### src/rtl/spi_gpio_pkg.sv
package spi_gpio_pkg;

    typedef enum logic [1:0] {
        ADDR_DIR  = 2'd0,
        ADDR_PORT = 2'd1,
        ADDR_PIN  = 2'd2,
        ADDR_NONE = 2'd3
    } reg_addr_e;

    // enable/value pairs steering one pin
    typedef struct packed {
        logic pu_oe;
        logic pu_ov;
        logic dd_oe;
        logic dd_ov;
        logic pv_oe;
        logic pv_ov;
        logic die_oe;
        logic die_ov;
    } pin_ovr_t;

endpackage

### src/rtl/spi_ovr_gen.sv
module spi_ovr_gen
    import spi_gpio_pkg::*;
#(
    parameter int WIDTH    = 8,
    parameter int SCK_BIT  = 7,
    parameter int MISO_BIT = 6,
    parameter int MOSI_BIT = 5,
    parameter int SS_BIT   = 4
) (
    input  logic             spi_on,
    input  logic             spi_master,
    input  logic             spi_sck_o,
    input  logic             spi_mosi_o,
    input  logic             spi_miso_o,
    output pin_ovr_t         ovr [WIDTH],
    output logic [WIDTH-1:0] claim
);

    always_comb begin
        for (int i = 0; i < WIDTH; i++) begin
            ovr[i] = '0;
        end
        claim = '0;
        if (spi_on) begin
            claim[SCK_BIT]  = 1'b1;
            claim[MISO_BIT] = 1'b1;
            claim[MOSI_BIT] = 1'b1;
            claim[SS_BIT]   = 1'b1;
            if (spi_master) begin
                // clock and data out: direction stays with software
                ovr[SCK_BIT].pv_oe   = 1'b1;
                ovr[SCK_BIT].pv_ov   = spi_sck_o;
                ovr[MOSI_BIT].pv_oe  = 1'b1;
                ovr[MOSI_BIT].pv_ov  = spi_mosi_o;
                ovr[MISO_BIT].dd_oe  = 1'b1;
                ovr[MISO_BIT].dd_ov  = 1'b0;
            end else begin
                ovr[SCK_BIT].dd_oe   = 1'b1;
                ovr[SCK_BIT].dd_ov   = 1'b0;
                ovr[MOSI_BIT].dd_oe  = 1'b1;
                ovr[MOSI_BIT].dd_ov  = 1'b0;
                ovr[SS_BIT].dd_oe    = 1'b1;
                ovr[SS_BIT].dd_ov    = 1'b0;
                ovr[MISO_BIT].pv_oe  = 1'b1;
                ovr[MISO_BIT].pv_ov  = spi_miso_o;
            end
        end
    end

endmodule

### src/rtl/pin_ovr_cell.sv
module pin_ovr_cell
    import spi_gpio_pkg::*;
(
    input  logic     dir_bit,
    input  logic     port_bit,
    input  logic     sync_bit,
    input  pin_ovr_t ovr,
    output logic     pad_oe,
    output logic     pad_out,
    output logic     pad_pu,
    output logic     din
);

    logic pu_req;

    always_comb begin
        pad_oe  = ovr.dd_oe ? ovr.dd_ov : dir_bit;
        pad_out = ovr.pv_oe ? ovr.pv_ov : port_bit;
        pu_req  = ovr.pu_oe ? ovr.pu_ov : port_bit;
        pad_pu  = pu_req & ~pad_oe;
        din     = (ovr.die_oe & ~ovr.die_ov) ? 1'b0 : sync_bit;
    end

endmodule

### src/rtl/spi_gpio_port.sv
module spi_gpio_port
    import spi_gpio_pkg::*;
#(
    parameter int WIDTH    = 8,
    parameter int SCK_BIT  = 7,
    parameter int MISO_BIT = 6,
    parameter int MOSI_BIT = 5,
    parameter int SS_BIT   = 4
) (
    input  logic             clk,
    input  logic             rst_n,
    input  logic             reg_wr_en,
    input  logic [1:0]       reg_addr,
    input  logic [WIDTH-1:0] reg_wdata,
    output logic [WIDTH-1:0] reg_rdata,
    input  logic             spi_on,
    input  logic             spi_master,
    input  logic             spi_sck_o,
    input  logic             spi_mosi_o,
    input  logic             spi_miso_o,
    input  logic [WIDTH-1:0] ext_pu_oe,
    input  logic [WIDTH-1:0] ext_pu_ov,
    input  logic [WIDTH-1:0] ext_dd_oe,
    input  logic [WIDTH-1:0] ext_dd_ov,
    input  logic [WIDTH-1:0] ext_pv_oe,
    input  logic [WIDTH-1:0] ext_pv_ov,
    input  logic [WIDTH-1:0] ext_die_oe,
    input  logic [WIDTH-1:0] ext_die_ov,
    input  logic [WIDTH-1:0] pad_in,
    output logic [WIDTH-1:0] pad_out,
    output logic [WIDTH-1:0] pad_oe,
    output logic [WIDTH-1:0] pad_pu,
    output logic [WIDTH-1:0] pin_in
);

    typedef struct packed {
        logic [WIDTH-1:0] dir;
        logic [WIDTH-1:0] port;
        logic [WIDTH-1:0] meta;
        logic [WIDTH-1:0] sync;
    } port_state_t;

    port_state_t st_d, st_q;

    pin_ovr_t         spi_ovr [WIDTH];
    pin_ovr_t         ext_ovr [WIDTH];
    pin_ovr_t         use_ovr [WIDTH];
    logic [WIDTH-1:0] spi_claim;

    always_comb begin
        st_d      = st_q;
        st_d.meta = pad_in;
        st_d.sync = st_q.meta;
        if (reg_wr_en) begin
            case (reg_addr)
                ADDR_DIR:  st_d.dir  = reg_wdata;
                ADDR_PORT: st_d.port = reg_wdata;
                default:   ;
            endcase
        end
    end

    always_ff @(posedge clk or negedge rst_n) begin
        if (!rst_n) begin
            st_q <= '0;
        end else begin
            st_q <= st_d;
        end
    end

    always_comb begin
        case (reg_addr)
            ADDR_DIR:  reg_rdata = st_q.dir;
            ADDR_PORT: reg_rdata = st_q.port;
            ADDR_PIN:  reg_rdata = pin_in;
            default:   reg_rdata = '0;
        endcase
    end

    spi_ovr_gen #(
        .WIDTH   (WIDTH),
        .SCK_BIT (SCK_BIT),
        .MISO_BIT(MISO_BIT),
        .MOSI_BIT(MOSI_BIT),
        .SS_BIT  (SS_BIT)
    ) spi_ovr_i (
        .spi_on    (spi_on),
        .spi_master(spi_master),
        .spi_sck_o (spi_sck_o),
        .spi_mosi_o(spi_mosi_o),
        .spi_miso_o(spi_miso_o),
        .ovr       (spi_ovr),
        .claim     (spi_claim)
    );

    for (genvar g = 0; g < WIDTH; g++) begin : g_pin
        always_comb begin
            ext_ovr[g] = '{pu_oe:  ext_pu_oe[g],  pu_ov:  ext_pu_ov[g],
                           dd_oe:  ext_dd_oe[g],  dd_ov:  ext_dd_ov[g],
                           pv_oe:  ext_pv_oe[g],  pv_ov:  ext_pv_ov[g],
                           die_oe: ext_die_oe[g], die_ov: ext_die_ov[g]};
            use_ovr[g] = spi_claim[g] ? spi_ovr[g] : ext_ovr[g];
        end

        pin_ovr_cell cell_i (
            .dir_bit (st_q.dir[g]),
            .port_bit(st_q.port[g]),
            .sync_bit(st_q.sync[g]),
            .ovr     (use_ovr[g]),
            .pad_oe  (pad_oe[g]),
            .pad_out (pad_out[g]),
            .pad_pu  (pad_pu[g]),
            .din     (pin_in[g])
        );
    end

endmodule

### config.mk
export PLATFORM = sky130hd
export DESIGN_NAME = spi_gpio_port
export DESIGN_NICKNAME = d
export VERILOG_FILES = /design/src/rtl/spi_gpio_pkg.sv /design/src/rtl/spi_ovr_gen.sv /design/src/rtl/pin_ovr_cell.sv /design/src/rtl/spi_gpio_port.sv
export SDC_FILE = /design/constraint.sdc
export NUM_CORES = 1
export LEC_CHECK = 0
export BUFFER_PORTS_ARGS = -buffer_cell sky130_fd_sc_hd__buf_2
export CORE_UTILIZATION = 45
export CTS_CLUSTER_DIAMETER = 200
export DETAILED_ROUTE_END_ITERATION = 8
export PLACE_DENSITY = 0.81
export RECOVER_POWER = 25
export SYNTH_ARGS = -nofsm -noshare
export SYNTH_HDL_FRONTEND = slang
export SYNTH_SLANG_ARGS = --single-unit
### constraint.sdc
create_clock -name clk -period 1.67 [get_ports clk]
set_input_delay 0.0835 -clock clk [delete_from_list [all_inputs] [get_ports clk]]
set_output_delay 0.0835 -clock clk [all_outputs]
set_load 0.01 [all_outputs]
# After elaboration in Yosys (flattened, before gate mapping)
# Cells that the tools add are included.
# op_classes
n_reduce_logical	3
muxes	47
n_eq_ne	2
bitwise	32
# op_table
operator	count
two-way mux 1 bit	32
two-way mux 8 bit	4
one-hot mux 8 bit (3 select lines)	1
bitwise AND 1 bit	16
two-way mux 4 bit	4
inverter 1 bit	16
two-way mux 2 bit	6
AND reduction 2 bit	2
== test 2 x 1 -> 1 bit, second input constant	1
== test 2 bit, second input constant	1
logical NOT 2 bit	1
# word_totals
regBits	32
output_inout_bits	40

# Logic depth before layout (Yosys ltp)
# Gate-level depths: netlist (run 1).
# depth
word_depth	7
ltp_mapped	6

# Cells and area by module
# A second synthesis (run 1) with hierarchy kept.
# hier_totals
cells_unflattened	263
area_unflattened_um2	2931.6
# modules_own_cells
module	seq_area_each_um2	n_inst	cells_per_inst	area_per_inst_um2
spi_gpio_port	800.8	1	142	1960.6
spi_ovr_gen	0.0	1	73	540.5
pin_ovr_cell	0.0	8	6	53.8

# Worst setup path after synthesis (run 1)
# OpenSTA, ideal clock, no wires.
# synth_timing
path_kind	input-to-reg
from	input port reg_addr[0]
to	register st_q[24] (netlist name)
path_slack_ns	0.639
setup_time_ns	0.125
t_required_ns	1.545
path_stages	3
t_arrival_ns	0.906
path_buffers	1
path_cell_list	buf_6 nor3b_4 mux2_2
# synth_between
elab_chain_len	2
# synth_lines
item	line_no	rtl
start, declared	spi_gpio_port.sv:13	input logic [1:0] reg_addr,
logical NOT 2 bit	spi_gpio_port.sv:55	case (reg_addr)
AND reduction 2 bit (no source line)	n/a	
end signal, assigned	spi_gpio_port.sv:67	st_q <= st_d;
end, declared	spi_gpio_port.sv:43	port_state_t st_d, st_q;
# No other way between the ends.
# A chain may end at the register's enable or synchronous reset.

# Worst setup path after layout (run 1)
# layout_timing
from	register st_q[22] (netlist name)
to	output port pad_out[6]
# layout_between
elab_chain_len	1
# layout_lines
item	line_no	rtl
two-way mux 1 bit	pin_ovr_cell.sv:18	pad_out = ovr.pv_oe ? ovr.pv_ov : port_bit;
end, declared	spi_gpio_port.sv:30	output logic [WIDTH-1:0] pad_out,
# No other way between the ends.

==> impl_metrics.json, run 1 <==
{
  "wl_per_cell_um": 13.62,
  "worst-path-max-fanout": 5,
  "netlist_instances": 192,
  "grt_overflow": 0,
  "hpwl_mm": 3.483,
  "synth_ff_type": "dfrtp_1",
  "finalHoldViolations": 0,
  "async_reset_ff_share_pct": 100.0,
  "synth-simple-area-share_pct": 10.01,
  "endpoint_kind": "output port",
  "irDropWorstVdd_uv": 665.8,
  "slowest_delay_ns": 0.43,
  "cellLeakagePower_nw": 1.372,
  "yosysTopAreaCell": "dfrtp_1",
  "drtPass1Iterations": 4,
  "h-tree-depth": 2,
  "synth.most_common_cell": "buf_4",
  "netlist_top_cells_count": "buf_4 (33), dfrtp_1 (32), mux2_2 (25)",
  "yosys-top-cells-area": "dfrtp_1 (41%), mux2_2 (14%), buf_4 (13%), mux2i_1 (7.7%), o21ai_0 (3.8%)",
  "synth_compound_area_share_pct": 9.630,
  "clock_sinks": 32,
  "crit_chain": "nor2b_1, a211oi_1, a21oi_1, buf_2",
  "tightest_slew_ns": 0.6975,
  "start_kind": "flop",
  "design_area_um2": 2581,
  "syn-cell-area_um2": 1962,
  "grt_max_degree": 33,
  "seq_area_frac_synth_pct": 40.82,
  "hold_path_class": "input pin to flop",
  "yosysUniqueCellTypes": 21,
  "yosys_warnings": 0,
  "rsz0062_at_grt": "no",
  "cts_buffers": 5,
  "arrival_ns": 1.29,
  "io_buffers": 129,
  "via_per_inst": 4.934,
  "detailedPlace.worstSlack_ns": 0.4580,
  "cts.clk_slew.worst_paths_ns": 0.07,
  "yosysTopAreaCellShare_pct": 40.82,
  "fmax_mhz": 726.4,
  "die_x_um": 68.03,
  "nNetsFinal": 390,
  "cts_tree": "done",
  "drt-initial-drc-count": 25,
  "die-area_um2": 4628,
  "total_power_mw": 2.310,
  "core-area_um2": 4086,
  "antenna_found_initial": 0,
  "io_pins": 130,
  "synth_edf_count": 0,
  "place_inst": 334,
  "die_y_um": 68.03,
  "area_delta_synth_final_pct": 31.57,
  "synthMuxAreaShare_pct": 22.00,
  "syn_nets": 282,
  "totalWireLength_mm": 4.782,
  "cap_violations": 0,
  "start_util_pct": 48.01,
  "slew-limit-headroom_pct": 53.50,
  "slowest_stage": "dfrtp_1",
  "cts_resized": 0,
  "insertion_delay_ns": 0.29,
  "antenna_left": 0,
  "synth_fa_ha_area_share_pct": 0,
  "cp.required_ns": 1.59,
  "clk_root_buffer_cell": "clkbuf_8",
  "grt_pass1_vias": 1509,
  "power_density_nw_per_um2": 895.0,
  "placed_area_um2": 2394,
  "cts_buffer_depth": 2,
  "ctsHoldBuffers": 9,
  "finalSetupViolations": 0,
  "antenna-diode-count": 0,
  "finClkSkew_ns": 0.01086,
  "drive_gt1_share_pct": 53.82,
  "row_count": 23,
  "cts_setup_buffers": 0,
  "fillers": 348,
  "synth_xor_area_share_pct": 0,
  "grt_pass1_wl_mm": 6.803,
  "period_share_pct": 82.43,
  "gp_congestion": 0.7294,
  "status": "complete, no violations",
  "maxSlewViolCount": 0,
  "critPathKind": "flop to output port",
  "setup-tns-final_ns": 0,
  "post-route-drc-count": 0,
  "synth_top_family_by_area": "multiplexers",
  "ys_seq_elements": 32,
  "avgSynthCellArea_um2": 10.22,
  "stdcell_count": 351,
  "min_period_ns": 1.377,
  "worst_slack_ns": 0.2934,
  "track_usage_pct": 20.50,
  "route.vias.total": 1732
}
metal layers:
metal / vias up / wire length (um) / GRT usage (%)
met4: 0 / 89 / 10.16
li1: 838 / - / -
met3: 11 / 451 / 4.667
met2: 90 / 2389 / 36.64
met5: - / 0 / 0
met1: 793 / 1852 / 22.54
logic make-up after synthesis:
kind of cell	Yosys count
compound gates	34
buf+inv	54
flops	32
mux	40
simple gates	32
metrics by stage:
step | hold slack, ns | utilization [%]
after global placement | 0.1605 | 58.57
after global routing | 0.03813 | 63.17
after floorplan | -0.2121 | -
after CTS | 0.03595 | 63.41
final | 0.03359 | 63.17
after detailed placement | 0.1623 | 58.57
power breakdown:
part	leakage, nW	switching, mW	internal [mW]	total [mW]
combinational	0.941	0.281	0.340	0.622
sequential	0.376	0.0907	0.869	0.959
clock	0.0552	0.287	0.442	0.729
worst paths after layout:
| path | from | endpoint | slack [ns] | cells after the start |
|---|---|---|---|---|
| worst max-delay path | st_q[22] | pad_out[6] | 0.29 | 4 |
| worst min-delay path | reg_wdata[2] | st_q[18] | 0.03 | 2 |
| worst max register to register | st_q[21] | st_q[21] | 0.84 | 1 |
| worst min register to register | st_d[5] | st_q[5] | 0.34 | 0 |
| max in group asynchronous | rst_n | st_d[7] | 0.81 | 2 |
| min in group asynchronous | rst_n | st_q[7] | 0.40 | 2 |
registers in the layout (all words and copies together) (netlist names):
register	cells
st_d	8
st_q	24
layout make-up:
type                       count  area [um^2]  share of cell area, %
tap                           50        62.56                  2.424
multi-input combinational    106        808.3                  31.31
sequential                    32        800.8                  31.02
timing repair buffer         139        742.0                  28.74
inverter                      16        60.06                  2.327
clock buffer                   6        72.57                  2.811
clock inverter                 2        35.03                  1.357
cells in the final DEF, fill, tap and decap left out, types with 9 or more instances in the layout:
cell           netlist  routed
a21oi_1             11      11
buf_2                2     128
dfrtp_1             32      32
dlygate4sd3_1        0       9
inv_1               16      16
mux2_2              25      25
mux2i_1             15      15
o21ai_0             15      15
worst max-delay path, delay by kind of cell (launching register included):
kind	cells	cell delay [ns]
AO/OA/AOI/OAI	2	0.27
buffers and inverters	1	0.16
flip-flops	1	0.43
AND/OR/NAND/NOR	1	0.15
(Power assumes the default switching activity.)
==> inputs of run 2 (changes only) <==
--- a/config.mk
+++ b/config.mk
@@ -6,10 +6,10 @@
 export NUM_CORES = 1
 export LEC_CHECK = 0
 export BUFFER_PORTS_ARGS = -buffer_cell sky130_fd_sc_hd__buf_2
-export CORE_UTILIZATION = 45
+export CORE_UTILIZATION = 38
 export CTS_CLUSTER_DIAMETER = 200
 export DETAILED_ROUTE_END_ITERATION = 8
-export PLACE_DENSITY = 0.81
+export PLACE_DENSITY = 0.73
 export RECOVER_POWER = 25
 export SYNTH_ARGS = -nofsm -noshare
 export SYNTH_HDL_FRONTEND = slang
==> constraint.sdc (replaced) <==
create_clock -name clk -period 1.2 [get_ports clk]
set_input_delay 0.06 -clock clk [delete_from_list [all_inputs] [get_ports clk]]
set_output_delay 0.06 -clock clk [all_outputs]
set_load 0.01 [all_outputs]
==> impl_metrics.json, run 2 (synthesis gave the netlist of run 1 again) <==
{
  "cts.clk_slew.worst_paths_ns": 0.06,
  "area_delta_synth_final_pct": 46.43,
  "min_period_ns": 1.301,
  "grt_pass1_wl_mm": 7.748,
  "h-tree-depth": 2,
  "start_util_pct": 40.46,
  "hpwl_mm": 3.762,
  "placed_area_um2": 2475,
  "drive_gt1_share_pct": 63.29,
  "hold_path_class": "input pin to flop",
  "fmax_mhz": 768.9,
  "die_y_um": 73.85,
  "top_register": "st_q",
  "wl_per_cell_um": 12.93,
  "arrival_ns": 1.24,
  "antenna-diode-count": 0,
  "start_kind": "flop",
  "cts_buffer_depth": 2,
  "finalHoldViolations": 0,
  "clock_sinks": 32,
  "io_pins": 130,
  "power_density_nw_per_um2": 1195,
  "layout_commonest_cell": "buf_2",
  "die_x_um": 73.85,
  "slowest_delay_ns": 0.42,
  "irDropWorstVdd_uv": 976.0,
  "violations": "negative setup slack",
  "core-area_um2": 4848,
  "worst-path-max-fanout": 4,
  "antenna_left": 0,
  "grt_overflow": 0,
  "slowest_stage": "dfrtp_1",
  "detailedPlace.worstSlack_ns": -0.03965,
  "drt-initial-drc-count": 39,
  "hp-start": "reg_wdata[3]",
  "rsz0062_at_grt": "yes",
  "clk_root_buffer_cell": "clkbuf_8",
  "nNetsFinal": 405,
  "grt_max_degree": 21,
  "hold_slack_ns": 0.02069,
  "period_share_pct": 108.4,
  "cellLeakagePower_nw": 1.503,
  "crit-reg2reg-launch": "st_q[22]",
  "gp_congestion": 0.7742,
  "design_area_um2": 2873,
  "via_per_inst": 4.627,
  "final_cell_mix": "buf_2 (124), dfrtp_1 (29), mux2_2 (20)",
  "finalSetupViolations": 20,
  "row_count": 25,
  "critPathKind": "flop to output port",
  "worst_slack_ns": -0.1005,
  "post-route-drc-count": 0,
  "cp.required_ns": 1.14,
  "worstSetupStartpoint": "st_q[21]",
  "tightest_slew_ns": 0.8888,
  "cts_buffers": 5,
  "maxSlewViolCount": 0,
  "route.vias.total": 1772,
  "antenna_found_initial": 0,
  "totalWireLength_mm": 4.952,
  "status": "finished with violations",
  "insertion_delay_ns": 0.28,
  "endpoint_kind": "output port",
  "largest_reg_flops": 24,
  "cts_tree": "done",
  "drtPass1Iterations": 3,
  "track_usage_pct": 19.03,
  "cap_violations": 0,
  "finClkSkew_ns": 0.004689,
  "fin_util_pct": 59.25,
  "slew-limit-headroom_pct": 40.75,
  "grt_pass1_vias": 1722,
  "io_buffers": 129,
  "die-area_um2": 5454,
  "crit_chain": "nor2b_1, a211oi_1, a21oi_1, buf_2"
}
## run 2: changes by cell type in the layout (fill, tap and decap cells not counted), sizes merged
cell  delta
buf     +15
## run 2: per-layer routing
layer | up-vias | wire length (um) | track usage (%)
met1 | 822 | 2021 | 21.82
met4 | 0 | 69 | 7.051
met3 | 5 | 343 | 4.801
met5 | - | 0 | 0
met2 | 78 | 2518 | 33.94
li1 | 867 | - | -
## run 2: final cells by class
cell class                      count  area [um^2]
Clock buffer                        6        72.57
Multi-Input combinational cell    106        929.6
Tap cell                           67        83.83
Clock inverter                      2        35.03
Fill cell                         427         1976
Sequential cell                    32        804.5
Timing Repair Buffer              154        887.1
Inverter                           16        60.06
## run 2: where the power goes
group	leakage (nW)	total [mW]	internal (mW)	switching [mW]
sequential	0.373	1.34	1.21	0.128
clock	0.0552	1.01	0.615	0.390
combinational	1.07	1.09	0.626	0.462
## run 2: worst paths after layout
check / endpoint / slack, ns / cells after the start
setup / recovery: pad_out[5] / -0.10 / 4
hold / removal: st_q[19] / 0.02 / 2
setup reg to reg: st_q[22] / 0.26 / 2
hold reg to reg: st_q[1] / 0.34 / 0
max in group asynchronous: st_q[22] / 0.03 / 3
min in group asynchronous: st_q[0] / 0.42 / 2
## run 2: worst max-delay path, delay by kind of cell, from the launching register on
| kind | cells | cell delay (ns) |
|---|---|---|
| AND/OR/NAND/NOR | 1 | 0.15 |
| buffers and inverters | 1 | 0.15 |
| AO/OA/AOI/OAI | 2 | 0.23 |
| flip-flops | 1 | 0.42 |
## run 2: what timing repair did
action                                  4_1_cts  5_1_grt
pin swaps                                    12        5
hold buffers                                  9        0
endpoints found under the setup margin       23       29
hold endpoints to repair                     24        0
resized for setup                            18       31
setup buffers                                 4        3
## run 2: through the flow
stage | setup TNS, ns | power, mW | instances
final | -1.038 | 3.434 | 383
after global routing | -4.719 | 3.641 | 383
after CTS | -1.377 | 3.346 | 380
after detailed placement | -0.2573 | 2.233 | 359
after global placement | 0 | 2.203 | 359
after floorplan | 0 | 1.971 | 192
